<file path="config.mk">
export PLATFORM = sky130hd
export DESIGN_NAME = cyc_evt_mon
export DESIGN_NICKNAME = d
export VERILOG_FILES = /design/src/rtl/cyc_evt_pkg.sv /design/src/rtl/cyc_bit_watch.sv /design/src/rtl/cyc_mismatch_chk.sv /design/src/rtl/cyc_lost_mon.sv /design/src/rtl/cyc_long_mon.sv /design/src/rtl/cyc_evt_mon.sv
export SDC_FILE = /design/constraint.sdc
export NUM_CORES = 1
export LEC_CHECK = 0
export CAP_MARGIN = 15
export CORE_ASPECT_RATIO = 0.75
export CORE_MARGIN = 1
export CORE_UTILIZATION = 37
export CTS_CLUSTER_SIZE = 12
export DETAILED_ROUTE_END_ITERATION = 10
export PLACE_DENSITY = 0.75
export SETUP_SLACK_MARGIN = 0.1
export SLEW_MARGIN = 20
export SYNTH_ARGS = -nofsm -noshare
export SYNTH_HDL_FRONTEND = slang
export SYNTH_SLANG_ARGS = --single-unit
</file>
<file path="constraint.sdc">
create_clock -name clk -period 0.8 [get_ports clk]
set_clock_uncertainty 0.1 [all_clocks]
set_input_delay 0.16 -clock clk [delete_from_list [all_inputs] [get_ports clk]]
set_output_delay 0.16 -clock clk [all_outputs]
set_load 0.01 [all_outputs]
</file>
<file path="src/rtl/cyc_evt_pkg.sv">
`timescale 1ns/1ps
package cyc_evt_pkg;
  // Phase of the lost-cycle supervisor within one cycle period
  typedef enum logic [2:0] {
    PH_IDLE,      // no new-cycle event since reset
    PH_WAIT_GAP,  // period open, nothing seen yet
    PH_GAP_SEEN,  // first subaction gap seen, start must come next
    PH_GOT_START, // cycle start seen this period
    PH_FLAGGED    // loss already reported this period
  } lost_phase_e;
endpackage

</file>
<file path="src/rtl/cyc_bit_watch.sv">
`timescale 1ns/1ps
module cyc_bit_watch #(
  parameter int W   = 13,
  parameter int BIT = 0
) (
  input  logic         clk,
  input  logic         rst_n,
  input  logic [W-1:0] val_i,
  output logic         chg_o,
  output logic         pulse_o
);
  logic prev_q, primed_q, pulse_q;
  logic prev_d, primed_d, pulse_d;

  always_comb begin
    chg_o    = primed_q && (val_i[BIT] != prev_q);
    prev_d   = val_i[BIT];
    primed_d = 1'b1;
    pulse_d  = chg_o;
  end

  always_ff @(posedge clk or negedge rst_n) begin
    if (!rst_n) begin
      prev_q   <= 1'b0;
      primed_q <= 1'b0;
      pulse_q  <= 1'b0;
    end else begin
      prev_q   <= prev_d;
      primed_q <= primed_d;
      pulse_q  <= pulse_d;
    end
  end

  assign pulse_o = pulse_q;


  property edge_seen_p;
    @(posedge clk) disable iff (!rst_n)
      (primed_q && (val_i[BIT] != prev_q)) |=> pulse_o;
  endproperty
  edge_seen_chk: assert property (edge_seen_p);


  property bit_steady_p;
    @(posedge clk) disable iff (!rst_n)
      (val_i[BIT] == prev_q) |=> !pulse_o;
  endproperty
  bit_steady_chk: assert property (bit_steady_p);
endmodule

</file>
<file path="src/rtl/cyc_mismatch_chk.sv">
`timescale 1ns/1ps
module cyc_mismatch_chk #(
  parameter int SEC_W = 7,
  parameter int CNT_W = 13
) (
  input  logic             clk,
  input  logic             rst_n,
  input  logic             rx_start_i,
  input  logic [SEC_W-1:0] rx_sec_i,
  input  logic [CNT_W-1:0] rx_cnt_i,
  input  logic [SEC_W-1:0] tmr_sec_i,
  input  logic [CNT_W-1:0] tmr_cnt_i,
  output logic             incons_o
);
  localparam int TOT_W = SEC_W + CNT_W;

  logic [TOT_W-1:0] diff;
  logic             incons_d, incons_q;

  always_comb begin
    diff     = {rx_sec_i, rx_cnt_i} ^ {tmr_sec_i, tmr_cnt_i};
    incons_d = rx_start_i && (|diff);
  end

  always_ff @(posedge clk or negedge rst_n) begin
    if (!rst_n) incons_q <= 1'b0;
    else        incons_q <= incons_d;
  end

  assign incons_o = incons_q;


  property no_rx_quiet_p;
    @(posedge clk) disable iff (!rst_n) !rx_start_i |=> !incons_o;
  endproperty
  no_rx_quiet_chk: assert property (no_rx_quiet_p);


  property match_quiet_p;
    @(posedge clk) disable iff (!rst_n)
      (rx_sec_i == tmr_sec_i && rx_cnt_i == tmr_cnt_i) |=> !incons_o;
  endproperty
  match_quiet_chk: assert property (match_quiet_p);
endmodule

</file>
<file path="src/rtl/cyc_lost_mon.sv">
`timescale 1ns/1ps
module cyc_lost_mon
  import cyc_evt_pkg::*;
(
  input  logic clk,
  input  logic rst_n,
  input  logic synch_i,
  input  logic start_i,
  input  logic sub_gap_i,
  input  logic arb_gap_i,
  output logic lost_o
);
  lost_phase_e phase_q, phase_d, ph_cur;
  logic        lost_q, lost_d, late_loss, early_loss;

  always_comb begin
    // closing the old period
    late_loss = synch_i && (phase_q == PH_WAIT_GAP || phase_q == PH_GAP_SEEN);
    ph_cur    = synch_i ? PH_WAIT_GAP : phase_q;
    phase_d   = ph_cur;
    early_loss = 1'b0;
    case (ph_cur)
      PH_WAIT_GAP: begin
        if (start_i)        phase_d = PH_GOT_START;
        else if (arb_gap_i) begin early_loss = 1'b1; phase_d = PH_FLAGGED; end
        else if (sub_gap_i) phase_d = PH_GAP_SEEN;
      end
      PH_GAP_SEEN: begin
        if (start_i) phase_d = PH_GOT_START;
        else if (sub_gap_i || arb_gap_i) begin
          early_loss = 1'b1;
          phase_d    = PH_FLAGGED;
        end
      end
      default: phase_d = ph_cur;
    endcase
    lost_d = late_loss || early_loss;
  end

  always_ff @(posedge clk or negedge rst_n) begin
    if (!rst_n) begin
      phase_q <= PH_IDLE;
      lost_q  <= 1'b0;
    end else begin
      phase_q <= phase_d;
      lost_q  <= lost_d;
    end
  end

  assign lost_o = lost_q;


  property once_per_period_p;
    @(posedge clk) disable iff (!rst_n)
      (phase_q == PH_FLAGGED && !synch_i) |=> !lost_o;
  endproperty
  once_per_period_chk: assert property (once_per_period_p);


  property missing_start_p;
    @(posedge clk) disable iff (!rst_n)
      (synch_i && (phase_q == PH_WAIT_GAP || phase_q == PH_GAP_SEEN)) |=> lost_o;
  endproperty
  missing_start_chk: assert property (missing_start_p);


  property first_period_p;
    @(posedge clk) disable iff (!rst_n)
      (phase_q == PH_IDLE && !synch_i) |=> !lost_o;
  endproperty
  first_period_chk: assert property (first_period_p);
endmodule

</file>
<file path="src/rtl/cyc_long_mon.sv">
`timescale 1ns/1ps
module cyc_long_mon #(
  parameter int LIMIT = 125
) (
  input  logic clk,
  input  logic rst_n,
  input  logic master_en_i,
  input  logic tx_start_i,
  input  logic sub_gap_i,
  input  logic tick_i,
  output logic too_long_o,
  output logic master_clr_o
);
  localparam int CW = $clog2(LIMIT + 2);
  localparam logic [CW-1:0] LIM_C = CW'(LIMIT);
  localparam logic [CW-1:0] SAT_C = CW'(LIMIT + 1);

  logic [CW-1:0] cnt_q, cnt_d;
  logic          act_q, act_d;
  logic          hit_q, hit_d;

  always_comb begin
    cnt_d = cnt_q;
    act_d = act_q;
    hit_d = 1'b0;
    if (!master_en_i) begin
      act_d = 1'b0;
      cnt_d = '0;
    end else if (tx_start_i) begin
      act_d = 1'b1;
      cnt_d = '0;
    end else if (act_q) begin
      if (tick_i && cnt_q < SAT_C) cnt_d = cnt_q + 1'b1;
      if (sub_gap_i) begin
        act_d = 1'b0;
        hit_d = (cnt_q > LIM_C);
      end
    end
  end

  always_ff @(posedge clk or negedge rst_n) begin
    if (!rst_n) begin
      cnt_q <= '0;
      act_q <= 1'b0;
      hit_q <= 1'b0;
    end else begin
      cnt_q <= cnt_d;
      act_q <= act_d;
      hit_q <= hit_d;
    end
  end

  assign too_long_o   = hit_q;
  assign master_clr_o = hit_q;


  property master_only_p;
    @(posedge clk) disable iff (!rst_n) !master_en_i |=> !too_long_o;
  endproperty
  master_only_chk: assert property (master_only_p);


  property cnt_bound_p;
    @(posedge clk) disable iff (!rst_n) cnt_q <= SAT_C;
  endproperty
  cnt_bound_chk: assert property (cnt_bound_p);


  property gap_needed_p;
    @(posedge clk) disable iff (!rst_n) !sub_gap_i |=> !too_long_o;
  endproperty
  gap_needed_chk: assert property (gap_needed_p);
endmodule

</file>
<file path="src/rtl/cyc_evt_mon.sv">
`timescale 1ns/1ps
module cyc_evt_mon #(
  parameter int SEC_W   = 7,
  parameter int CNT_W   = 13,
  parameter int SEC_BIT = 6,
  parameter int LIMIT   = 125
) (
  input  logic             clk,
  input  logic             rst_n,
  input  logic [SEC_W-1:0] tmr_sec_i,
  input  logic [CNT_W-1:0] tmr_cnt_i,
  input  logic             rx_start_i,
  input  logic [SEC_W-1:0] rx_sec_i,
  input  logic [CNT_W-1:0] rx_cnt_i,
  input  logic             tx_start_i,
  input  logic             sub_gap_i,
  input  logic             arb_gap_i,
  input  logic             us_tick_i,
  input  logic             master_en_i,
  output logic             synch_o,
  output logic             sec64_o,
  output logic             lost_o,
  output logic             incons_o,
  output logic             too_long_o,
  output logic             master_clr_o
);
  logic rst_meta_q, rst_sync_q;
  logic synch_now, sec_now_unused, any_start;

  always_ff @(posedge clk or negedge rst_n) begin
    if (!rst_n) begin
      rst_meta_q <= 1'b0;
      rst_sync_q <= 1'b0;
    end else begin
      rst_meta_q <= 1'b1;
      rst_sync_q <= rst_meta_q;
    end
  end

  assign any_start = tx_start_i | rx_start_i;

  cyc_bit_watch #(.W(CNT_W), .BIT(0)) u_cnt_watch (
    .clk(clk), .rst_n(rst_sync_q), .val_i(tmr_cnt_i),
    .chg_o(synch_now), .pulse_o(synch_o)
  );

  cyc_bit_watch #(.W(SEC_W), .BIT(SEC_BIT)) u_sec_watch (
    .clk(clk), .rst_n(rst_sync_q), .val_i(tmr_sec_i),
    .chg_o(sec_now_unused), .pulse_o(sec64_o)
  );

  cyc_mismatch_chk #(.SEC_W(SEC_W), .CNT_W(CNT_W)) u_mismatch (
    .clk(clk), .rst_n(rst_sync_q), .rx_start_i(rx_start_i),
    .rx_sec_i(rx_sec_i), .rx_cnt_i(rx_cnt_i),
    .tmr_sec_i(tmr_sec_i), .tmr_cnt_i(tmr_cnt_i), .incons_o(incons_o)
  );

  cyc_lost_mon u_lost (
    .clk(clk), .rst_n(rst_sync_q), .synch_i(synch_now), .start_i(any_start),
    .sub_gap_i(sub_gap_i), .arb_gap_i(arb_gap_i), .lost_o(lost_o)
  );

  cyc_long_mon #(.LIMIT(LIMIT)) u_long (
    .clk(clk), .rst_n(rst_sync_q), .master_en_i(master_en_i),
    .tx_start_i(tx_start_i), .sub_gap_i(sub_gap_i), .tick_i(us_tick_i),
    .too_long_o(too_long_o), .master_clr_o(master_clr_o)
  );


  property clr_with_event_p;
    @(posedge clk) disable iff (!rst_sync_q) too_long_o |-> master_clr_o;
  endproperty
  clr_with_event_chk: assert property (clr_with_event_p);


  property reset_quiet_p;
    @(posedge clk) !rst_sync_q |-> !(synch_o || sec64_o || lost_o || incons_o || too_long_o);
  endproperty
  reset_quiet_chk: assert property (reset_quiet_p);
endmodule

</file>
==> results.json <==
{
  "status": "complete, but fails checks",
  "violations": "hold timing, setup timing",
  "portBuffers": 53,
  "p_leak_nw": 0.9099,
  "yosysUniqueCellTypes": 38,
  "hold_class": "primary input to async pin",
  "path_class": "flop to flop",
  "wirelength_um": 3619,
  "numCtsBuffers": 3,
  "crit_arrival_ns": 1.42,
  "yosysWarnings": 0,
  "die-area_um2": 3540,
  "antenna_found_initial": 0,
  "maxSlewViolCount": 0,
  "clk-insertion-delay-late_ns": 0.26,
  "synth_top_cell_by_area": "dfrtp_1",
  "rsz0062_at_grt": "yes",
  "netSwitchingFraction_pct": 25.15,
  "grt-ovfl-total": 0,
  "cts_sinks": 21,
  "grt_max_degree": 20,
  "final_nets": 253,
  "critPathRequiredTime_ns": 0.85,
  "switching_power_mw": 0.6210,
  "grt_pass1_vias": 1287,
  "fin_util_pct": 70.92,
  "vias": 1203,
  "maxCapViolations": 0,
  "drtAntennaViolNets": 0,
  "n_antenna_cell": 0,
  "clk_pin_slew_ns": 0.07,
  "period_needed_ns": 1.365,
  "die_w_um": 68.37,
  "io_pins": 54,
  "max-vdd-ir-drop_v": 0.0008791,
  "critPathMaxFanout": 5,
  "wire_per_inst_um": 15.08,
  "async_reset_ff_share_pct": 100.0,
  "fin_cells": 240,
  "initial_core_util_pct": 40.19,
  "grt_pass1_wl_um": 5747,
  "avgViaCountPerCell": 5.013,
  "placementRows": 17,
  "clkPwrFrac_pct": 27.9,
  "setup_ws_ns": -0.5654,
  "powerDensity_nw_per_um2": 1145,
  "setup_violations": 22,
  "syn_area_um2": 1222,
  "max_freq_mhz": 732.4,
  "hold_ws_ns": -0.04846,
  "power_mw": 2.469,
  "finalCritPeriodShare_pct": 170.7,
  "post-place-cells": 232,
  "area_growth_pct": 76.46,
  "avgSynthCellArea_um2": 10.02,
  "ys_seq_area_share_pct": 42.99,
  "power_frac_seq_pct": 46.0,
  "layout-drive-gt1-share_pct": 33.66,
  "pwr-share-comb_pct": 26.1,
  "synth_top_area_share_pct": 42.99,
  "synth.most_common_cell": "dfrtp_1",
  "dp_hpwl_um": 2720,
  "cts_tree": "built",
  "yosys-top-cells-count": "21 x dfrtp_1, 14 x xor2_1, 11 x xnor2_1, 9 x nor2_1, 7 x nand2_1",
  "drc_errors": 0,
  "cp-end-kind": "flop",
  "clockBufferDepth": 2,
  "synthFlopType": "dfrtp_1",
  "gp_congestion": 0.8416,
  "grt_usage_pct": 22.63,
  "ys_ff_latch": 21,
  "synth_edf_count": 0,
  "htreeDepth": 1,
  "cp-start-kind": "flop",
  "root_buffer": "clkbuf_8",
  "drt_iter0_markers": 62,
  "core_area_um2": 3042,
  "die_h_um": 51.78,
  "n_fill_cell": 234,
  "intPower_mw": 1.849,
  "first_pass_iters": 4,
  "ff2ff_path_depth": 4,
  "synthTopCellsByArea": "dfrtp_1 43%, xor2_1 10%, xnor2_1 7.9%",
  "synth_cells": 122,
  "hold_violations": 2
}
-- area by class of cell --
cell class / instances / area (um2) / area share [%]
multi-input combinational: 94 / 798.3 / 37.01
timing repair buffer: 78 / 715.7 / 33.18
sequential: 21 / 531.8 / 24.65
tap: 38 / 47.55 / 2.204
clock buffer: 4 / 45.04 / 2.088
inverter: 5 / 18.77 / 0.8701
-- kinds of logic after synthesis --
logic type,share of synthesized area (%)
AND/OR/NAND/NOR,18.83
XOR/XNOR,17.91
AO/OA/AOI/OAI,12.08
flip-flops,42.99
buffers and inverters,3.378
multiplexers,2.457
adder cells (fa/ha/maj),2.047
other,0.3068
-- critical path: stages, from the launching register on --
cell and delay [ns]:
dfrtp_2 0.46, mux2i_2 0.20, nor2b_1 0.19, o21ai_1 0.09, a22o_1 0.22
-- per-layer routing --
metal / vias up / GRT usage [%] / routed length (um)
met4: 0 / 3.819 / 16
met1: 604 / 27.50 / 1508
met5: - / 0 / 0
met2: 16 / 40.85 / 2009
met3: 2 / 5.044 / 85
li1: 581 / - / -
-- cell usage in the layout (no fill, tap or decap), drive strengths merged, types with 3 or more instances in the layout --
cell type	count
a21oi	5
buf	31
clkbuf	4
clkdlybuf4s50	34
dfrtp	21
dlygate4sd2	11
inv	5
mux2i	3
nand2	7
nand2b	3
nand3	3
nand4	3
nor2	9
nor3	4
nor4	4
o21ai	5
xnor2	11
xor2	14
-- stage by stage --
step           area (um2)  setup WS [ns]  setup TNS, ns
3_3_place_gp         1999        -0.9216         -12.62
2_1_floorplan        1277        -0.5002         -5.462
5_1_grt              2157        -0.6206         -9.468
4_1_cts              2115        -0.5435         -8.120
3_5_place_dp         1999        -0.9461         -13.01
6_report             2157        -0.5654         -8.335
-- path summary, 6_finish.rpt --
check,startpoint,endpoint,slack [ns]
max reg2reg,u_lost.phase_q[1]$_DFF_PN0_,u_lost.phase_q[1]$_DFF_PN0_,-0.57
min in group clk,tmr_sec_i[6],u_sec_watch.prev_q$_DFF_PN0_,0.18
max,u_lost.phase_q[1]$_DFF_PN0_,u_lost.phase_q[1]$_DFF_PN0_,-0.57
min,rst_n,rst_meta_q$_DFF_PN0_,-0.05
min reg2reg,rst_sync_q$_DFF_PN0_,u_long.master_clr_o$_DFF_PN0_,0.10
max in group asynchronous,rst_sync_q$_DFF_PN0_,u_long.cnt_q[1]$_DFFE_PN0P_,0.36
-- power groups by stage --
stage | clock, mW | sequential [mW] | combinational [mW]
floorplan | 0 | 1.17 | 0.182
global placement | 0 | 1.15 | 0.584
detailed placement | 0 | 1.15 | 0.604
CTS | 0.701 | 1.13 | 0.622
global route | 0.749 | 1.14 | 0.695
finish | 0.690 | 1.14 | 0.645
-- what timing repair did --
| item | CTS | global route |
|---|---|---|
| pin swaps | 14 | 9 |
| buffers inserted | 4 | 0 |
| hold endpoints to repair | 2 | 2 |
| gates resized for setup | 54 | 10 |
| endpoints found under the setup margin | 22 | 22 |
-- registers in the layout, indices dropped and copies added (netlist names) --
signal and count:
u_lost.lost_o 1, rst_sync_q 1, u_sec_watch.primed_q 1, u_cnt_watch.prev_q 1
rst_meta_q 1, u_lost.phase_q 3, u_mismatch.incons_o 1, u_sec_watch.pulse_o 1
u_cnt_watch.pulse_o 1, u_long.master_clr_o 1, u_long.act_q 1, u_sec_watch.prev_q 1
u_long.cnt_q 7
(Power assumes the default switching activity.)
